**src/rtl/vfwm_pkg.sv**
```systemverilog
// Package: shared constants and types for the FIFO refill request controller.
// Assumes thresholds are packed into one 32-bit configuration word.
package vfwm_pkg;
    localparam int THR_W  = 12;   // width of each threshold field
    localparam int LO_LSB = 0;    // low threshold field position
    localparam int HI_LSB = 16;   // high threshold field position
    localparam int POOL_WAYS = 3; // FIFOs pooled in merged mode

    typedef enum logic {
        WM_IDLE = 1'b0,
        WM_FILL = 1'b1
    } wm_state_e;
endpackage

```
**src/rtl/vfwm_thr_decode.sv**
```systemverilog
// Module: vfwm_thr_decode
// Extracts the thresholds from the configuration word and derives the
// effective capacity and high mark. Assumes thresholds are already scaled
// by software for merged mode; only the capacity depends on merge_en.
module vfwm_thr_decode
    import vfwm_pkg::*;
#(
    parameter int CAP_WORDS = 1024,
    parameter int SUM_W     = 14
) (
    input  logic [31:0]      thr_cfg,
    input  logic             merge_en,
    output logic [SUM_W-1:0] low_thr,
    output logic [SUM_W-1:0] high_eff,
    output logic [SUM_W-1:0] cap_eff
);
    localparam logic [SUM_W-1:0] CAP_ONE  = SUM_W'(CAP_WORDS);
    localparam logic [SUM_W-1:0] CAP_POOL = SUM_W'(POOL_WAYS * CAP_WORDS);

    logic [SUM_W-1:0] hi_raw;

    // Field extraction and zero extension to the accounting width.
    always_comb begin
        low_thr = SUM_W'(thr_cfg[LO_LSB +: THR_W]);
        hi_raw  = SUM_W'(thr_cfg[HI_LSB +: THR_W]);
    end

    // Capacity selection by pooling mode.
    always_comb begin
        cap_eff = merge_en ? CAP_POOL : CAP_ONE;
    end

    // Degenerate or out-of-range high mark falls back to full capacity.
    always_comb begin
        if ((hi_raw <= low_thr) || (hi_raw > cap_eff)) begin
            high_eff = cap_eff;
        end else begin
            high_eff = hi_raw;
        end
    end
endmodule

```
**src/rtl/vfwm_credit.sv**
```systemverilog
// Module: vfwm_credit
// Tracks words requested but not yet written back, and the number of
// outstanding bursts. Assumes bursts return in order, one word per wr_beat,
// and burst_len stays fixed while any burst is outstanding.
module vfwm_credit #(
    parameter int SUM_W   = 14,
    parameter int BURST_W = 6,
    parameter int CNT_W   = 3
) (
    input  logic               clk,
    input  logic               rst_n,
    input  logic               layer_en,
    input  logic               take,
    input  logic               wr_beat,
    input  logic [BURST_W-1:0] burst_len,
    output logic [SUM_W-1:0]   pend_words,
    output logic [CNT_W-1:0]   out_cnt,
    output logic               burst_done
);
    logic [BURST_W-1:0] beat_q;
    logic [SUM_W-1:0]   add_w;
    logic [SUM_W-1:0]   sub_w;

    // Detect the last returned word of the oldest burst.
    always_comb begin
        burst_done = layer_en && wr_beat && (beat_q == (burst_len - 1'b1));
        add_w      = take    ? SUM_W'(burst_len) : '0;
        sub_w      = wr_beat ? SUM_W'(1)         : '0;
    end

    // Unreturned-word accounting.
    always_ff @(posedge clk) begin
        if (!rst_n || !layer_en) begin
            pend_words <= '0;
        end else begin
            pend_words <= pend_words + add_w - sub_w;
        end
    end

    // Beat position within the burst currently being written back.
    always_ff @(posedge clk) begin
        if (!rst_n || !layer_en) begin
            beat_q <= '0;
        end else if (burst_done) begin
            beat_q <= '0;
        end else if (wr_beat) begin
            beat_q <= beat_q + 1'b1;
        end
    end

    // Outstanding-burst counter.
    always_ff @(posedge clk) begin
        if (!rst_n || !layer_en) begin
            out_cnt <= '0;
        end else begin
            case ({take, burst_done})
                2'b10:   out_cnt <= out_cnt + 1'b1;
                2'b01:   out_cnt <= out_cnt - 1'b1;
                default: out_cnt <= out_cnt;
            endcase
        end
    end
endmodule

```
**src/rtl/vfwm_hyst.sv**
```systemverilog
// Module: vfwm_hyst
// Hysteresis state machine plus request admission. Starts refilling at the
// low mark, stops when level plus in-flight words reaches the high mark,
// and admits a burst only if it fits in the capacity and a slot is free.
module vfwm_hyst
    import vfwm_pkg::*;
#(
    parameter int LVL_W   = 12,
    parameter int SUM_W   = 14,
    parameter int BURST_W = 6,
    parameter int CNT_W   = 3,
    parameter int OUT_MAX = 4
) (
    input  logic               clk,
    input  logic               rst_n,
    input  logic               layer_en,
    input  logic [LVL_W-1:0]   fifo_level,
    input  logic [SUM_W-1:0]   pend_words,
    input  logic [BURST_W-1:0] burst_len,
    input  logic [SUM_W-1:0]   low_thr,
    input  logic [SUM_W-1:0]   high_eff,
    input  logic [SUM_W-1:0]   cap_eff,
    input  logic [CNT_W-1:0]   out_cnt,
    output logic               rd_req,
    output logic               filling
);
    wm_state_e        state_q;
    wm_state_e        state_d;
    logic [SUM_W-1:0] lvl_ext;
    logic [SUM_W-1:0] fill_sum;
    logic [SUM_W-1:0] fill_post;
    logic             room_ok;
    logic             below_hi;
    logic             slot_ok;

    // Effective fill: present words plus words already on their way.
    always_comb begin
        lvl_ext   = SUM_W'(fifo_level);
        fill_sum  = lvl_ext + pend_words;
        fill_post = fill_sum + SUM_W'(burst_len);
    end

    // Admission conditions for one more burst.
    always_comb begin
        room_ok  = (fill_post <= cap_eff);
        below_hi = (fill_sum < high_eff);
        slot_ok  = (out_cnt < CNT_W'(OUT_MAX));
    end

    // Next-state choice between idle and refill.
    always_comb begin
        state_d = state_q;
        if (!layer_en) begin
            state_d = WM_IDLE;
        end else if ((state_q == WM_IDLE) && (lvl_ext <= low_thr)) begin
            state_d = WM_FILL;
        end else if ((state_q == WM_FILL) && !below_hi) begin
            state_d = WM_IDLE;
        end
    end

    // State register.
    always_ff @(posedge clk) begin
        if (!rst_n) begin
            state_q <= WM_IDLE;
        end else begin
            state_q <= state_d;
        end
    end

    // Request strobe, held while admission holds.
    always_comb begin
        filling = (state_q == WM_FILL);
        rd_req  = layer_en && filling && room_ok && below_hi && slot_ok;
    end
endmodule

```
**src/rtl/vfwm_field_base.sv**
```systemverilog
// Module: vfwm_field_base
// Selects the even- or odd-field frame base from field ID and polarity.
// PIPE=1 registers the result (reset to zero); PIPE=0 passes it through.
module vfwm_field_base #(
    parameter int ADDR_W = 32,
    parameter bit PIPE   = 1'b1
) (
    input  logic              clk,
    input  logic              rst_n,
    input  logic              field_id,
    input  logic              field_pol,
    input  logic [ADDR_W-1:0] base_even,
    input  logic [ADDR_W-1:0] base_odd,
    output logic [ADDR_W-1:0] base_addr
);
    logic [ADDR_W-1:0] pick;

    // Field parity decides which base applies.
    always_comb begin
        pick = (field_id ^ field_pol) ? base_odd : base_even;
    end

    generate
        if (PIPE) begin : g_reg
            // Registered base output.
            always_ff @(posedge clk) begin
                if (!rst_n) begin
                    base_addr <= '0;
                end else begin
                    base_addr <= pick;
                end
            end
        end else begin : g_comb
            // Unregistered base output.
            always_comb begin
                base_addr = rst_n ? pick : '0;
            end
        end
    endgenerate
endmodule

```
**src/rtl/vfwm_ctrl.sv**
```systemverilog
// Module: vfwm_ctrl (top)
// FIFO watermark burst request controller for one display layer.
// Assumes one returned word per wr_beat, in-order burst return, and a
// nonzero burst_len that is held while bursts are outstanding.
module vfwm_ctrl
    import vfwm_pkg::*;
#(
    parameter int CAP_WORDS = 1024,
    parameter int BURST_W   = 6,
    parameter int OUT_MAX   = 4,
    parameter int ADDR_W    = 32,
    parameter int LVL_W     = $clog2(POOL_WAYS * CAP_WORDS + 1),
    parameter int CNT_W     = $clog2(OUT_MAX + 1)
) (
    input  logic               clk,
    input  logic               rst_n,
    input  logic               layer_en,
    input  logic               merge_en,
    input  logic [31:0]        thr_cfg,
    input  logic [BURST_W-1:0] burst_len,
    input  logic [LVL_W-1:0]   fifo_level,
    input  logic               req_ack,
    input  logic               wr_beat,
    input  logic               field_id,
    input  logic               field_pol,
    input  logic [ADDR_W-1:0]  base_even,
    input  logic [ADDR_W-1:0]  base_odd,
    output logic               rd_req,
    output logic [CNT_W-1:0]   out_cnt,
    output logic [ADDR_W-1:0]  base_addr
);
    localparam int WIDE  = (LVL_W > THR_W) ? LVL_W : THR_W;
    localparam int SUM_W = WIDE + 2;

    logic [SUM_W-1:0] low_thr;
    logic [SUM_W-1:0] high_eff;
    logic [SUM_W-1:0] cap_eff;
    logic [SUM_W-1:0] pend_words;
    logic             burst_done;
    logic             filling;
    logic             take;

    // Accepted request handshake.
    always_comb begin
        take = rd_req && req_ack;
    end

    vfwm_thr_decode #(
        .CAP_WORDS (CAP_WORDS),
        .SUM_W     (SUM_W)
    ) u_thr (
        .thr_cfg  (thr_cfg),
        .merge_en (merge_en),
        .low_thr  (low_thr),
        .high_eff (high_eff),
        .cap_eff  (cap_eff)
    );

    vfwm_credit #(
        .SUM_W   (SUM_W),
        .BURST_W (BURST_W),
        .CNT_W   (CNT_W)
    ) u_credit (
        .clk        (clk),
        .rst_n      (rst_n),
        .layer_en   (layer_en),
        .take       (take),
        .wr_beat    (wr_beat),
        .burst_len  (burst_len),
        .pend_words (pend_words),
        .out_cnt    (out_cnt),
        .burst_done (burst_done)
    );

    vfwm_hyst #(
        .LVL_W   (LVL_W),
        .SUM_W   (SUM_W),
        .BURST_W (BURST_W),
        .CNT_W   (CNT_W),
        .OUT_MAX (OUT_MAX)
    ) u_hyst (
        .clk        (clk),
        .rst_n      (rst_n),
        .layer_en   (layer_en),
        .fifo_level (fifo_level),
        .pend_words (pend_words),
        .burst_len  (burst_len),
        .low_thr    (low_thr),
        .high_eff   (high_eff),
        .cap_eff    (cap_eff),
        .out_cnt    (out_cnt),
        .rd_req     (rd_req),
        .filling    (filling)
    );

    vfwm_field_base #(
        .ADDR_W (ADDR_W),
        .PIPE   (1'b1)
    ) u_base (
        .clk       (clk),
        .rst_n     (rst_n),
        .field_id  (field_id),
        .field_pol (field_pol),
        .base_even (base_even),
        .base_odd  (base_odd),
        .base_addr (base_addr)
    );
endmodule

```
**config.mk**
```make
export PLATFORM = sky130hd
export DESIGN_NAME = vfwm_ctrl
export DESIGN_NICKNAME = d
export VERILOG_FILES = /design/src/rtl/vfwm_pkg.sv /design/src/rtl/vfwm_thr_decode.sv /design/src/rtl/vfwm_credit.sv /design/src/rtl/vfwm_hyst.sv /design/src/rtl/vfwm_field_base.sv /design/src/rtl/vfwm_ctrl.sv
export SDC_FILE = /design/constraint.sdc
export NUM_CORES = 1
export LEC_CHECK = 0
export BUFFER_PORTS_ARGS = -buffer_cell sky130_fd_sc_hd__buf_4
export CORE_ASPECT_RATIO = 1.2
export CORE_MARGIN = 3
export CORE_UTILIZATION = 48
export CTS_BUF_LIST = sky130_fd_sc_hd__clkbuf_2
export CTS_CLUSTER_DIAMETER = 30
export DETAILED_ROUTE_END_ITERATION = 12
export GPL_ROUTABILITY_DRIVEN = 0
export PLACE_DENSITY = 0.85
export RECOVER_POWER = 25
export SLEW_MARGIN = 15
export SYNTH_ARGS = -nofsm -noshare
export SYNTH_HDL_FRONTEND = slang
export SYNTH_SLANG_ARGS = --single-unit
```
**constraint.sdc**
```tcl
create_clock -name clk -period 5.3 [get_ports clk]
set_input_delay 0.265 -clock clk [delete_from_list [all_inputs] [get_ports clk]]
set_output_delay 0.265 -clock clk [all_outputs]
set_load 0.03 [all_outputs]
```
# [Word level (Yosys, flattened, before mapping)]
# Index checks and enable logic that the tools add are counted.
[classes] n_addsub=8 magnitude_cmp=6 eq_ne=3 muxes=8 bitwise=2 n_reduce_logical=18
[ops] operator="32-bit two-way mux" n=1
[ops] operator="12-bit <= comparator" n=2
[ops] operator="12-bit by 14-bit adder with 14-bit output" n=1
[ops] operator="14-bit adder" n=1
[ops] operator="14-bit by 6-bit adder with 14-bit output" n=1
[ops] operator="12-bit by 14-bit greater-than comparator with 1-bit output" n=1
[ops] operator="14-bit by 12-bit <= comparator with 1-bit output" n=1
[ops] operator="14-bit less-than comparator" n=1
[ops] operator="14-bit two-way mux" n=1
[ops] operator="14-bit subtractor" n=1
[ops] operator="12-bit two-way mux" n=1
[ops] operator="1-bit logical AND" n=9
[ops] operator="6-bit by 1-bit adder with 6-bit output (second input constant)" n=1
[ops] operator="6-bit == test" n=1
[ops] operator="6-bit two-way mux" n=1
[ops] operator="3-bit one-hot mux with 2 select lines" n=1
[ops] operator="6-bit by 1-bit subtractor with 6-bit output (second input constant)" n=1
[ops] operator="2-bit nonzero test" n=2
[ops] operator="3-bit by 1-bit adder with 3-bit output (second input constant)" n=1
[ops] operator="1-bit zero test" n=3
[ops] operator="3-bit less-than comparator (second input constant)" n=1
[ops] operator="1-bit two-way mux" n=3
[ops] operator="3-bit by 1-bit subtractor with 3-bit output (second input constant)" n=1
[ops] operator="2-bit by 1-bit == test with 1-bit output (second input constant)" n=1
[ops] operator="other kinds (6)" n=7
[totals] reg_bits=56 inputBits=122 out_inout_bits=36 elab_cells=50

# [Logic depth before layout (Yosys ltp)]
# Gate-level depths: netlist of the first run.
[depth] ltp_word=11 ltp_mapped=29 mapped_depth_nobuf=28

# [Hierarchy]
# Synthesis of the first run repeated with hierarchy kept, for this count alone.
[hier_totals] cells_unflattened=718 hier_area_um2=5734.2
[modules_own_cells] mod="vfwm_hyst" instances=1 cells_each=281 area_per_inst_um2=2053.2
[modules_own_cells] mod="vfwm_credit" instances=1 cells_each=201 area_per_inst_um2=1702.9
[modules_own_cells] mod="vfwm_field_base" instances=1 cells_each=139 area_per_inst_um2=1290.0
[modules_own_cells] mod="vfwm_thr_decode" instances=1 cells_each=96 area_per_inst_um2=681.9
[modules_own_cells] mod="vfwm_ctrl" instances=1 cells_each=1 area_per_inst_um2=6.3

# [Worst setup path after synthesis of the first run]
# OpenSTA, ideal clock, no wires.
[synth_timing] path_type="reg2reg" from="register u_credit.pend_words[0]" to="register u_credit.pend_words[13]" setup_time_ns=0.122 arrival_time_ns=5.709 required_ns=5.178 setup_slack_ns=-0.531 stages_incl_launch_ff=27 path_buffers=0 cell_sequence="dfxtp_1 > ha_1 > inv_1 > fa_1 > inv_1 > ha_1 > a21oi_1 > o21ai_0 > a311o_1 > and2_1 > xor2_1 > ha_1 > inv_1 > or4_4 > a211oi_4 > o2111ai_1 > ha_1 > inv_1 > ha_1 > a21o_1 > a21o_1 > a21oi_1 > o21ai_0 > a211oi_1 > o31ai_1 > xnor2_1 > nor2_1"
[synth_via] elab_chain_len=10 elab_cells_between_ends=11 cone_classes="add/sub: 4; order compare: 2; mux: 1; reduce/logical: 4"
[synth_rtl] element="start, declared" line="vfwm_credit.sv:16" rtl="output logic [SUM_W-1:0] pend_words,"
[synth_rtl] element="start signal, assigned" line="vfwm_credit.sv:36" rtl="pend_words <= pend_words + add_w - sub_w;"
[synth_rtl] element="12-bit by 14-bit adder with 14-bit output" line="vfwm_hyst.sv:39" rtl="fill_sum = lvl_ext + pend_words;"
[synth_rtl] element="14-bit by 6-bit adder with 14-bit output" line="vfwm_hyst.sv:40" rtl="fill_post = fill_sum + SUM_W'(burst_len);"
[synth_rtl] element="14-bit by 12-bit <= comparator with 1-bit output" line="vfwm_hyst.sv:45" rtl="room_ok = (fill_post <= cap_eff);"
[synth_rtl] element="1-bit logical AND (3 in series)" line="vfwm_hyst.sv:74" rtl="rd_req = layer_en && filling && room_ok && below_hi && slot_ok;"
[synth_rtl] element="1-bit logical AND" line="vfwm_ctrl.sv:45" rtl="take = rd_req && req_ack;"
[synth_rtl] element="6-bit two-way mux" line="vfwm_credit.sv:27" rtl="add_w = take ? SUM_W'(burst_len) : '0;"
[synth_rtl] element="14-bit adder *" line="vfwm_credit.sv:36"
[synth_rtl] element="14-bit subtractor *" line="vfwm_credit.sv:36"
# Mark *: on every way between the ends. The rest lies on a longest branch, timed or not.
# A chain may end at the register's enable or synchronous reset.

# [Worst setup path in the final report of the first run]
[layout_timing] from="register u_credit.pend_words[2]" to="register u_credit.pend_words[12]"
# Same word-level chain as after synthesis.

==> impl_metrics.csv, run 1 <==
group,metric,value,unit
outcome,status,"complete, but fails checks",
outcome,violations,"capacitance limit, slew limit, setup timing",
timing,fin_crit,5.879,ns
critical_path,critPathMaxStageDelay,0.46,ns
critical_path,worst-setup-path-type,"flop to flop",
timing,setup_tns,-3.828,ns
power_and_ir_drop,ir_drop,231.8,uV
cts,clock_latency,0.47,ns
drt,wl_per_cell,17.69,um
timing,setup_ws,-0.5792,ns
power_and_ir_drop,powerDensity,392.5,nW/um^2
logic_synthesis,syn-num-nets,812,
timing,slew_headroom,-0.4311,
critical_path,worstRegToRegCells,28,
drt,drtPass1Iterations,5,
drt,wirelength,17.81,mm
drt,drc,0,
power_and_ir_drop,p_int,1627,uW
grt,gr-total-overflow,0,
cts,cts_root_buf,"clkbuf_2",
hold_path,hold_path_end,"u_base.base_addr[7]",
logic_synthesis,synth_area_leaders,"dfxtp_1 23%, ha_1 20%, nand2_1 7.1%",
drt,via_per_inst,5.744,
cts,clock_sinks,56,
critical_path,r2r_end,"u_credit.pend_words[12]",
critical_path,cpLargestDelayFamily,"compound AO/OA/AOI/OAI gates",
timing,rsz0062_at_grt,"true",
timing,fin_crit_sh,1.109,
logic_synthesis,ys_seq_area_frac,0.2287,
hold_path,min_path_cells,3,
cts,cts_tree,"done",
run,maxCapViolCount,1,
hold_path,min-delay-start,"base_even[7]",
cts,path_clk_slew,0.30,ns
final_layout,drive_gt1_frac,0.3986,
logic_synthesis,synthDistinctLibCells,62,
critical_path,crit_slowest_cell,"dfxtp_1",
logic_synthesis,netlist_area,4901,um^2
floorplanning,die_width,98.24,um
logic_synthesis,synthArstFlopShare,0,
placement,portBuffers,149,
cts,cts_buffers,5,
logic_synthesis,synth_edf_count,0,
drt,ant_nets,0,
final_layout,nNetsFinal,1085,
timing,final_max_slew_viol_count,33,
critical_path,reg2reg_slack,-0.58,ns
floorplanning,die_h,116.7,um
critical_path,worstReg2RegStart,"u_credit.pend_words[2]",
critical_path,required,5.65,ns
timing,skew,0.03774,ns
grt,antenna_found_initial,0,
power_and_ir_drop,p_leak,0.003772,uW
logic_synthesis,synth_area_per_cell,8.048,um^2
critical_path,cp_num_buf_inv,4,
placement,place_ws,-0.5054,ns
power_and_ir_drop,power,2955,uW
timing,fmax,170.1,MHz
drt,vias,5784,
critical_path,end_kind,"flop",
power_and_ir_drop,seq_power_share,0.177,
logic_synthesis,synth_top_area_share,0.2287,
final_layout,area_delta_synth_final,53.61,%
critical_path,start_kind,"flop",
logic_synthesis,yosys_warnings,0,
placement,placed_area,6925,um^2
timing,tightest_slew,2.139,ns
cts,clockBufferDepth,2,
logic_synthesis,synthCells,609,
critical_path,cp.arrival,6.23,ns
drt,drt_iter0_markers,263,
grt,grtUsageTotal,0.2669,
logic_synthesis,yosysTopAreaCell,"dfxtp_1",
power_and_ir_drop,p_clk_frac,0.058,
timing,finalHoldWorstSlack,0.0004665,ns
floorplanning,die_area,11460,um^2
hold_path,hold_path.class,"input pin to flop",
logic_synthesis,synth_ff_type,"dfxtp_1",
floorplanning,io_pins,158,
grt,grt_pass1_vias,5828,
floorplanning,start_util,0.5022,
logic_synthesis,synth_seq_cells,56,
final_layout,fin_area,7528,um^2
placement,place_hpwl,12.69,mm
power_and_ir_drop,pwr-share-comb,0.764,
timing,finalSetupViolCount,10,
floorplanning,core_area,9759,um^2
timing,hold_viol,0,
grt,grt_first_pass_wirelength,25.49,mm
power_and_ir_drop,power.switching,1328,uW
grt,grt_max_degree,35,
critical_path,worstPathMaxFanout,5,
floorplanning,rows,39,
power_and_ir_drop,p_sw_frac,0.4494,
cts,h-tree-depth,2,
-- sequential cells by signal (all words and copies together) (netlist names) --
register and flops:
u_base.base_addr 32, u_hyst.filling 1, u_credit.beat_q 6, u_credit.out_cnt 3, u_credit.pend_words 14
-- timing repair --
action | 4_1_cts | 5_1_grt
hold buffers | 0 | 4
resized for setup | 20 | 35
hold endpoints to repair | 0 | 4
buffers inserted | 14 | 16
pin swaps | 25 | 39
setup endpoints to repair | 10 | 12
-- worst min-delay path: cells and delay by family --
family          cells  cell delay, ns
simple gates        1            0.05
compound gates      1            0.06
buf+inv             1            0.11
-- through the flow --
| step | cells | utilization |
|---|---|---|
| 3_5_place_dp | 966 | 0.7096 |
| 2_1_floorplan | 609 | - |
| 6_report | 1007 | 0.7714 |
| 5_1_grt | 1006 | 0.7712 |
| 4_1_cts | 988 | 0.7358 |
| 3_3_place_gp | 966 | 0.7096 |
-- cells in the mapped netlist (all sizes together) (2+ instances only) --
| master | instances |
|---|---|
| a211o | 4 |
| a211oi | 7 |
| a21boi | 33 |
| a21o | 18 |
| a21oi | 28 |
| a221oi | 3 |
| a22oi | 2 |
| a311o | 2 |
| a31oi | 4 |
| a41oi | 2 |
| and2 | 5 |
| and3 | 7 |
| and3b | 2 |
| and4 | 3 |
| and4b | 2 |
| buf | 2 |
| clkbuf | 14 |
| dfxtp | 56 |
| fa | 4 |
| ha | 77 |
| inv | 57 |
| nand2 | 93 |
| nand2b | 7 |
| nand3 | 9 |
| nand3b | 3 |
| nand4 | 9 |
| nor2 | 39 |
| nor2b | 7 |
| nor3 | 11 |
| nor4 | 3 |
| o2111ai | 6 |
| o211ai | 9 |
| o21a | 3 |
| o21ai | 16 |
| o21bai | 3 |
| o31ai | 3 |
| or2 | 2 |
| or3 | 3 |
| or4 | 2 |
| xnor2 | 25 |
| xor2 | 13 |
-- power groups by stage --
stage          clock [uW]  combinational (uW)  sequential [uW]
2_1_floorplan           0                1120              557
3_3_place_gp            0                1680              527
3_5_place_dp            0                1780              530
4_1_cts               173                1920              521
5_1_grt               186                2420              530
6_report              173                2260              524
-- cell usage in the layout, fill, tap and decap left out, types with 4 or more instances in the layout --
master         Yosys  layout
xor2_1            13      13
dfxtp_1           56      53
nand2b_1           7       4
o21ai_0           15       9
xnor2_2            2       9
buf_4              0     275
and2_1             5       4
ha_1              77      67
nor3_1            11      11
a21o_1            18      18
a21oi_1           28      17
dlygate4sd3_1      0       4
o21ai_2            0       5
a21boi_0          32      32
o211ai_1           8       8
a211o_1            4       4
nand3_1            9       9
inv_1             57      54
ha_4               0       9
a31oi_1            4       4
nand4_1            9       9
a211oi_2           1       4
o2111ai_1          6       4
xnor2_1           23      16
nor2_1            38      37
clkbuf_2           0       7
a21oi_2            0       8
and3_1             7       7
nand2_1           93      93
nor2b_1            7       5
-- layout make-up --
type                       instances  area, um^2
clock inverter                     1       8.758
tap                              123       153.9
timing repair buffer             282        2131
fill                             622        2231
antenna                            1       2.502
clock buffer                       7       35.03
multi-input combinational        480        3859
inverter                          57       214.0
sequential                        56        1125
-- cells by family after synthesis --
family,Yosys count,synth area share
and+or+nand+nor,210,0.2048
AOI/OAI and AO/OA,150,0.2216
adders and majority gates,81,0.2129
buffers and inverters,73,0.05897
DFF,56,0.2287
xor gates and xnor gates,38,0.07097
muxes,1,0.002042
-- how the worst max path moves through the flow --
stage                     slack, ns                       to                    from  cells past startpoint
final                         -0.58  u_credit.pend_words[12]  u_credit.pend_words[2]                     28
after CTS                     -0.33  u_credit.pend_words[12]  u_credit.pend_words[0]                     27
after global placement        -0.24  u_credit.pend_words[12]           fifo_level[0]                     27
after global routing          -0.78  u_credit.pend_words[12]  u_credit.pend_words[2]                     28
after floorplan                -0.1  u_credit.pend_words[12]  u_credit.pend_words[0]                     26
after detailed placement      -0.51  u_credit.pend_words[12]           fifo_level[0]                     27
-- routing by layer --
metal,global-route usage,routed length (um),share of wire,vias up
met1,0.2570,6214,0.35,2697
met4,0.1384,1126,0.063,0
met3,0.06810,1486,0.083,86
li1,-,-,-,2684
met2,0.5227,8982,0.50,317
met5,0,0,0,-
No activity file was read; power rests on OpenSTA's default activity.
==> run 2, diff against run 1 <==
--- a/config.mk
+++ b/config.mk
@@ -5,15 +5,16 @@
 export SDC_FILE = /design/constraint.sdc
 export NUM_CORES = 1
 export LEC_CHECK = 0
+export ABC_AREA = 1
 export BUFFER_PORTS_ARGS = -buffer_cell sky130_fd_sc_hd__buf_4
 export CORE_ASPECT_RATIO = 1.2
 export CORE_MARGIN = 3
-export CORE_UTILIZATION = 48
+export CORE_UTILIZATION = 54
 export CTS_BUF_LIST = sky130_fd_sc_hd__clkbuf_2
 export CTS_CLUSTER_DIAMETER = 30
 export DETAILED_ROUTE_END_ITERATION = 12
 export GPL_ROUTABILITY_DRIVEN = 0
-export PLACE_DENSITY = 0.85
+export PLACE_DENSITY = 0.9
 export RECOVER_POWER = 25
 export SLEW_MARGIN = 15
 export SYNTH_ARGS = -nofsm -noshare
==> constraint.sdc (replaced) <==
create_clock -name clk -period 6.45 [get_ports clk]
set_input_delay 0.3225 -clock clk [delete_from_list [all_inputs] [get_ports clk]]
set_output_delay 0.3225 -clock clk [all_outputs]
set_load 0.03 [all_outputs]
==> impl_metrics.csv, run 2 <==
group,metric,value,unit
floorplanning,die_area,10380,um^2
timing,fin_crit_sh,0.9077,
final_layout,largestRegisters,"u_base.base_addr (32), u_credit.pend_words (14), u_credit.beat_q (6)",
final_layout,largest_reg_flops,32,
run,maxCapViolCount,1,
cts,h-tree-depth,2,
logic_synthesis,syn-num-nets,928,
floorplanning,start_util,0.5673,
floorplanning,core_area,8750,um^2
outcome,status,"complete, but fails checks",
floorplanning,die_width,93.52,um
final_layout,layout_common_cells,"148 x buf_4, 129 x inv_1, 121 x nand2_1",
outcome,violations,"capacitance limit, slew limit",
critical_path,critPathMaxStageDelay,0.43,ns
power_and_ir_drop,p_leak,0.003332,uW
drt,via_per_inst,5.213,
drt,wirelength,12.69,mm
critical_path,crit_slowest_cell,"fa_1",
cts,cts_tree,"done",
hold_path,hold_path.class,"input pin to flop",
critical_path,start_kind,"flop",
timing,slew_headroom,-0.4126,
logic_synthesis,synthDistinctLibCells,40,
grt,gr-total-overflow,0,
final_layout,fin_area,6240,um^2
logic_synthesis,yosysTopAreaCell,"dfxtp_1",
cts,cts_setup_buffers,0,
logic_synthesis,synth_seq_cells,56,
drt,drtPass1Iterations,8,
power_and_ir_drop,powerDensity,243.2,nW/um^2
cts,clock_latency,0.44,ns
cts,cts_buffers,5,
grt,grt_pass1_vias,5013,
grt,grt_first_pass_wirelength,21.00,mm
timing,fin_crit,5.855,ns
placement,place_hpwl,10.95,mm
final_layout,area_delta_synth_final,25.71,%
placement,portBuffers,149,
timing,tightest_slew,2.119,ns
logic_synthesis,synthCells,725,
logic_synthesis,synth_most_common_cell,"inv_1",
logic_synthesis,synth_area_per_cell,6.846,um^2
placement,dp.cells,981,
cts,post_cts_resized,0,
cts,path_clk_slew,0.29,ns
grt,grtUsageTotal,0.2447,
grt,grt_max_degree,65,
final_layout,layout_commonest_cell,"buf_4",
critical_path,required,6.84,ns
timing,rsz0062_at_grt,"false",
logic_synthesis,synth_area_leaders,"dfxtp_1 23%, ha_1 19%, inv_1 9.8%",
timing,hold_viol,0,
critical_path,cpLargestDelayFamily,"adder cells",
logic_synthesis,ys_seq_area_frac,0.2259,
critical_path,cp_num_buf_inv,4,
logic_synthesis,synthTopCellsByCount,"129 x inv_1, 121 x nand2_1, 79 x a21oi_1, 77 x ha_1, 59 x o21ai_0",
final_layout,nNetsFinal,1074,
timing,skew,0.01964,ns
logic_synthesis,yosys_warnings,0,
timing,finalSetupViolCount,0,
floorplanning,rows,37,
placement,placed_area,6201,um^2
critical_path,worst-setup-path-type,"flop to flop",
power_and_ir_drop,ir_drop,176.2,uV
timing,final_max_slew_viol_count,65,
critical_path,end_kind,"flop",
logic_synthesis,synth_edf_count,0,
cts,clock_sinks,56,
timing,setup_tns,0,ns
logic_synthesis,netlist_area,4964,um^2
critical_path,cp.arrival,6.24,ns
final_layout,drive_gt1_frac,0.2225,
final_layout,post_layout_nonfiller_instances,990,
drt,drt_iter0_markers,175,
drt,ant_nets,0,
critical_path,cpMostUsedCell,"nand2_1",
cts,clockBufferDepth,2,
cts,cts_root_buf,"clkbuf_2",
drt,vias,5161,
logic_synthesis,synth_ff_type,"dfxtp_1",
floorplanning,io_pins,158,
logic_synthesis,synth_top_area_share,0.2259,
timing,fmax,170.8,MHz
drt,drc,0,
drt,wl_per_cell,12.82,um
floorplanning,die_h,111.0,um
critical_path,worstPathMaxFanout,7,
cts,cts_hold_buf,0,
grt,antenna_found_initial,1,
final_layout,largest-register,"u_base.base_addr",
logic_synthesis,synthArstFlopShare,0,
## run 2: cell types whose count changed after synthesis, moves of 12 or more
cell,before,now
inv_1,57,129
nand3_1,9,35
nor2_1,38,51
nand2_2,0,12
nand2_1,93,121
a21oi_1,28,79
xnor2_1,23,9
a21boi_0,32,0
o21ai_0,15,59
a21o_1,18,4
## run 2: final timing paths
kind,slack [ns],to,from,cells past startpoint
worst min-delay path,0.06,u_base.base_addr[8],base_even[8],3
worst max-delay path,0.60,u_credit.pend_words[13],u_credit.pend_words[0],33
worst min register to register,0.48,u_hyst.filling,u_hyst.filling,1
worst max register to register,0.60,u_credit.pend_words[13],u_credit.pend_words[0],33
## run 2: kinds of logic after synthesis
kind of cell / after synthesis / synth area share
AOI/OAI and AO/OA: 164 / 0.1792
xor gates and xnor gates: 23 / 0.04059
adders and majority gates: 81 / 0.2102
buffers and inverters: 147 / 0.1114
DFF: 56 / 0.2259
muxes: 1 / 0.002017
and+or+nand+nor: 253 / 0.2307
## run 2: cell type report
type                    count  area (um^2)
clock inverters             3        22.52
diodes                      1        2.502
fillers                   731         2510
inverters                 136        510.5
clock buffers               5        25.02
repair buffers            150         1122
flip-flops and latches     56         1121
well taps                 117        146.4
multi-input cells         522         3289
## run 2: tightest hold or removal path, cell delays in order
cell	delay [ns]
buf_4	0.11
inv_1	0.04
a21oi_1	0.05
## run 2: routing by layer
| metal | GRT usage | share of wire | vias up |
|---|---|---|---|
| met5 | 0 | 0 | - |
| met4 | 0.1026 | 0.033 | 0 |
| met3 | 0.06178 | 0.081 | 32 |
| met2 | 0.4447 | 0.50 | 196 |
| met1 | 0.2627 | 0.39 | 2270 |
| li1 | - | - | 2663 |
## run 2: through the flow
step | total power, uW | util | worst slack, ns | hold slack (ns)
after global placement | 1346 | 0.7087 | 0.5806 | 0.4462
after detailed placement | 1373 | 0.7087 | 0.5091 | 0.4513
after global routing | 1678 | 0.7131 | 0.007320 | 0.01261
after CTS | 1518 | 0.7141 | 0.5159 | 0.04942
after floorplan | 1129 | - | 1.112 | 0.4263
final | 1517 | 0.7131 | 0.5950 | 0.06334
## run 2: power by group
part / leakage [uW] / internal [uW] / total (uW) / switching [uW]
sequential: 0.000464 / 389 / 416 / 27.0
clock: 0.0000333 / 28.8 / 142 / 113
combinational: 0.00284 / 381 / 959 / 579
==> run 3, diff against run 2 <==
--- a/config.mk
+++ b/config.mk
@@ -16,6 +16,7 @@
 export GPL_ROUTABILITY_DRIVEN = 0
 export PLACE_DENSITY = 0.9
 export RECOVER_POWER = 25
+export REMOVE_ABC_BUFFERS = 1
 export SLEW_MARGIN = 15
 export SYNTH_ARGS = -nofsm -noshare
 export SYNTH_HDL_FRONTEND = slang
==> impl_metrics.csv, run 3 (same netlist as run 2, synthesis figures left out) <==
group,metric,value,unit
drt,drt_iter0_markers,199,
timing,setup_tns,0,ns
cts,cts_tree,"done",
critical_path,worstReg2RegStart,"u_credit.pend_words[0]",
cts,clockBufferDepth,2,
placement,portBuffers,149,
grt,grt_max_degree,65,
critical_path,crit_slowest_cell,"fa_1",
final_layout,nNetsFinal,1075,
cts,path_clk_slew,0.27,ns
critical_path,worstRegToRegCells,34,
drt,drtPass1Iterations,5,
power_and_ir_drop,powerDensity,243.2,nW/um^2
placement,place_hpwl,11.39,mm
critical_path,cpMostUsedCell,"nand2_1",
final_layout,layout_commonest_cell,"buf_4",
floorplanning,core_area,8750,um^2
final_layout,largest_reg_flops,32,
drt,vias,5200,
grt,gr-total-overflow,0,
timing,rsz0062_at_grt,"false",
critical_path,worst-setup-path-type,"flop to flop",
critical_path,cp_num_buf_inv,4,
grt,antenna_found_initial,1,
power_and_ir_drop,p_int,797.8,uW
timing,finalHoldWorstSlack,0.07446,ns
critical_path,cp.arrival,6.19,ns
floorplanning,start_util,0.5673,
critical_path,crit_cells,34,
floorplanning,rows,37,
drt,ant_nets,0,
outcome,violations,"capacitance limit, slew limit",
grt,grtUsageTotal,0.2535,
floorplanning,io_pins,158,
timing,fmax,172.9,MHz
timing,slew_headroom,-0.4319,
power_and_ir_drop,seq_power_share,0.273,
drt,drc,0,
critical_path,end_kind,"flop",
critical_path,required,6.86,ns
final_layout,layout_common_cells,"149 x buf_4, 129 x inv_1, 121 x nand2_1",
critical_path,reg2reg_slack,0.67,ns
floorplanning,die_h,111.0,um
final_layout,area_delta_synth_final,25.76,%
floorplanning,die_width,93.52,um
run,maxCapViolCount,1,
final_layout,drive_gt1_frac,0.2234,
grt,grt_pass1_vias,4924,
timing,skew,0.02132,ns
drt,via_per_inst,5.247,
critical_path,cpLargestDelayFamily,"adder cells",
power_and_ir_drop,ir_drop,179.2,uV
timing,hold_viol,0,
power_and_ir_drop,p_clk_frac,0.085,
power_and_ir_drop,power.switching,720.6,uW
outcome,status,"complete, but fails checks",
floorplanning,die_area,10380,um^2
hold_path,hold_path.class,"input pin to flop",
critical_path,cp-endpoint,"u_credit.pend_words[10]",
cts,h-tree-depth,2,
final_layout,largest-register,"u_base.base_addr",
power_and_ir_drop,p_leak,0.003336,uW
timing,tightest_slew,2.148,ns
cts,cts_buffers,5,
cts,cts_hold_buf,0,
timing,fin_crit_sh,0.8967,
critical_path,start_kind,"flop",
power_and_ir_drop,p_sw_frac,0.4746,
drt,wl_per_cell,13.43,um
critical_path,worstPathMaxFanout,7,
final_layout,largestRegisters,"u_base.base_addr (32), u_credit.pend_words (14), u_credit.beat_q (6)",
timing,fin_crit,5.784,ns
critical_path,critPathMaxStageDelay,0.44,ns
power_and_ir_drop,pwr-share-comb,0.642,
grt,grt_first_pass_wirelength,21.42,mm
critical_path,r2r_end,"u_credit.pend_words[10]",
timing,final_max_slew_viol_count,65,
timing,finalSetupViolCount,0,
cts,clock_sinks,56,
critical_path,crit_start,"u_credit.pend_words[0]",
cts,cts_root_buf,"clkbuf_2",
cts,clock_latency,0.45,ns
drt,wirelength,13.31,mm
[run 3: cell count changes in the layout (fill, tap and decap cells not counted), sizes merged]
cell    previous run  this run
inv              136       135
clkinv             3         4
buf              148       149
[run 3: tightest hold or removal path: cells and delay by family]
kind                   cells  cell delay [ns]
AO/OA/AOI/OAI              1             0.05
buffers and inverters      2             0.15
[run 3: layout make-up]
cell class                      count  area, um^2
Sequential cell                    56        1121
Inverter                          136       510.5
Multi-Input combinational cell    522        3293
Fill cell                         751        2507
Timing Repair Buffer              151        1130
Clock buffer                        5       25.02
Antenna cell                        1       2.502
Tap cell                          117       146.4
Clock inverter                      3       13.76
[run 3: metrics by stage]
step	utilization	cell area (um^2)	std cells	total power [uW]	worst slack, ns
after detailed placement	0.7087	6201	981	1378	0.5103
after global routing	0.7134	6242	991	1678	0.06371
after floorplan	-	4921	714	1126	1.112
after global placement	0.7087	6201	981	1346	0.6107
final	0.7134	6242	991	1518	0.6664
after CTS	0.7131	6240	989	1509	0.5147
[run 3: per-layer routing]
layer	global-route usage	routed length [um]	up-vias	part of all wire
li1	-	-	2674	-
met1	0.2697	5034	2314	0.38
met2	0.4728	6833	189	0.51
met3	0.06653	1074	23	0.081
met4	0.08309	364	0	0.027
met5	0	0	-	0
[run 3: power by group through the flow]
stage / combinational [uW] / sequential [uW] / clock, uW
2_1_floorplan: 673 / 452 / 0
3_3_place_gp: 926 / 420 / 0
3_5_place_dp: 956 / 422 / 0
4_1_cts: 960 / 414 / 134
5_1_grt: 1110 / 422 / 150
6_report: 975 / 414 / 129
[run 3: repair_timing]
action                                  4_1_cts  5_1_grt
endpoints found under the setup margin        0        1
buffers inserted                              0        1
resized for setup                             0        2
[run 3: how the worst min path moves through the flow]
stage / startpoint / to / slack, ns / depth (start not counted)
floorplan: u_hyst.filling / u_hyst.filling / 0.43 / 1
global placement: u_hyst.filling / u_hyst.filling / 0.44 / 1
detailed placement: u_hyst.filling / u_hyst.filling / 0.45 / 1
CTS: base_even[22] / u_base.base_addr[22] / 0.05 / 3
global route: base_even[26] / u_base.base_addr[26] / 0.01 / 3
finish: base_even[22] / u_base.base_addr[22] / 0.07 / 3
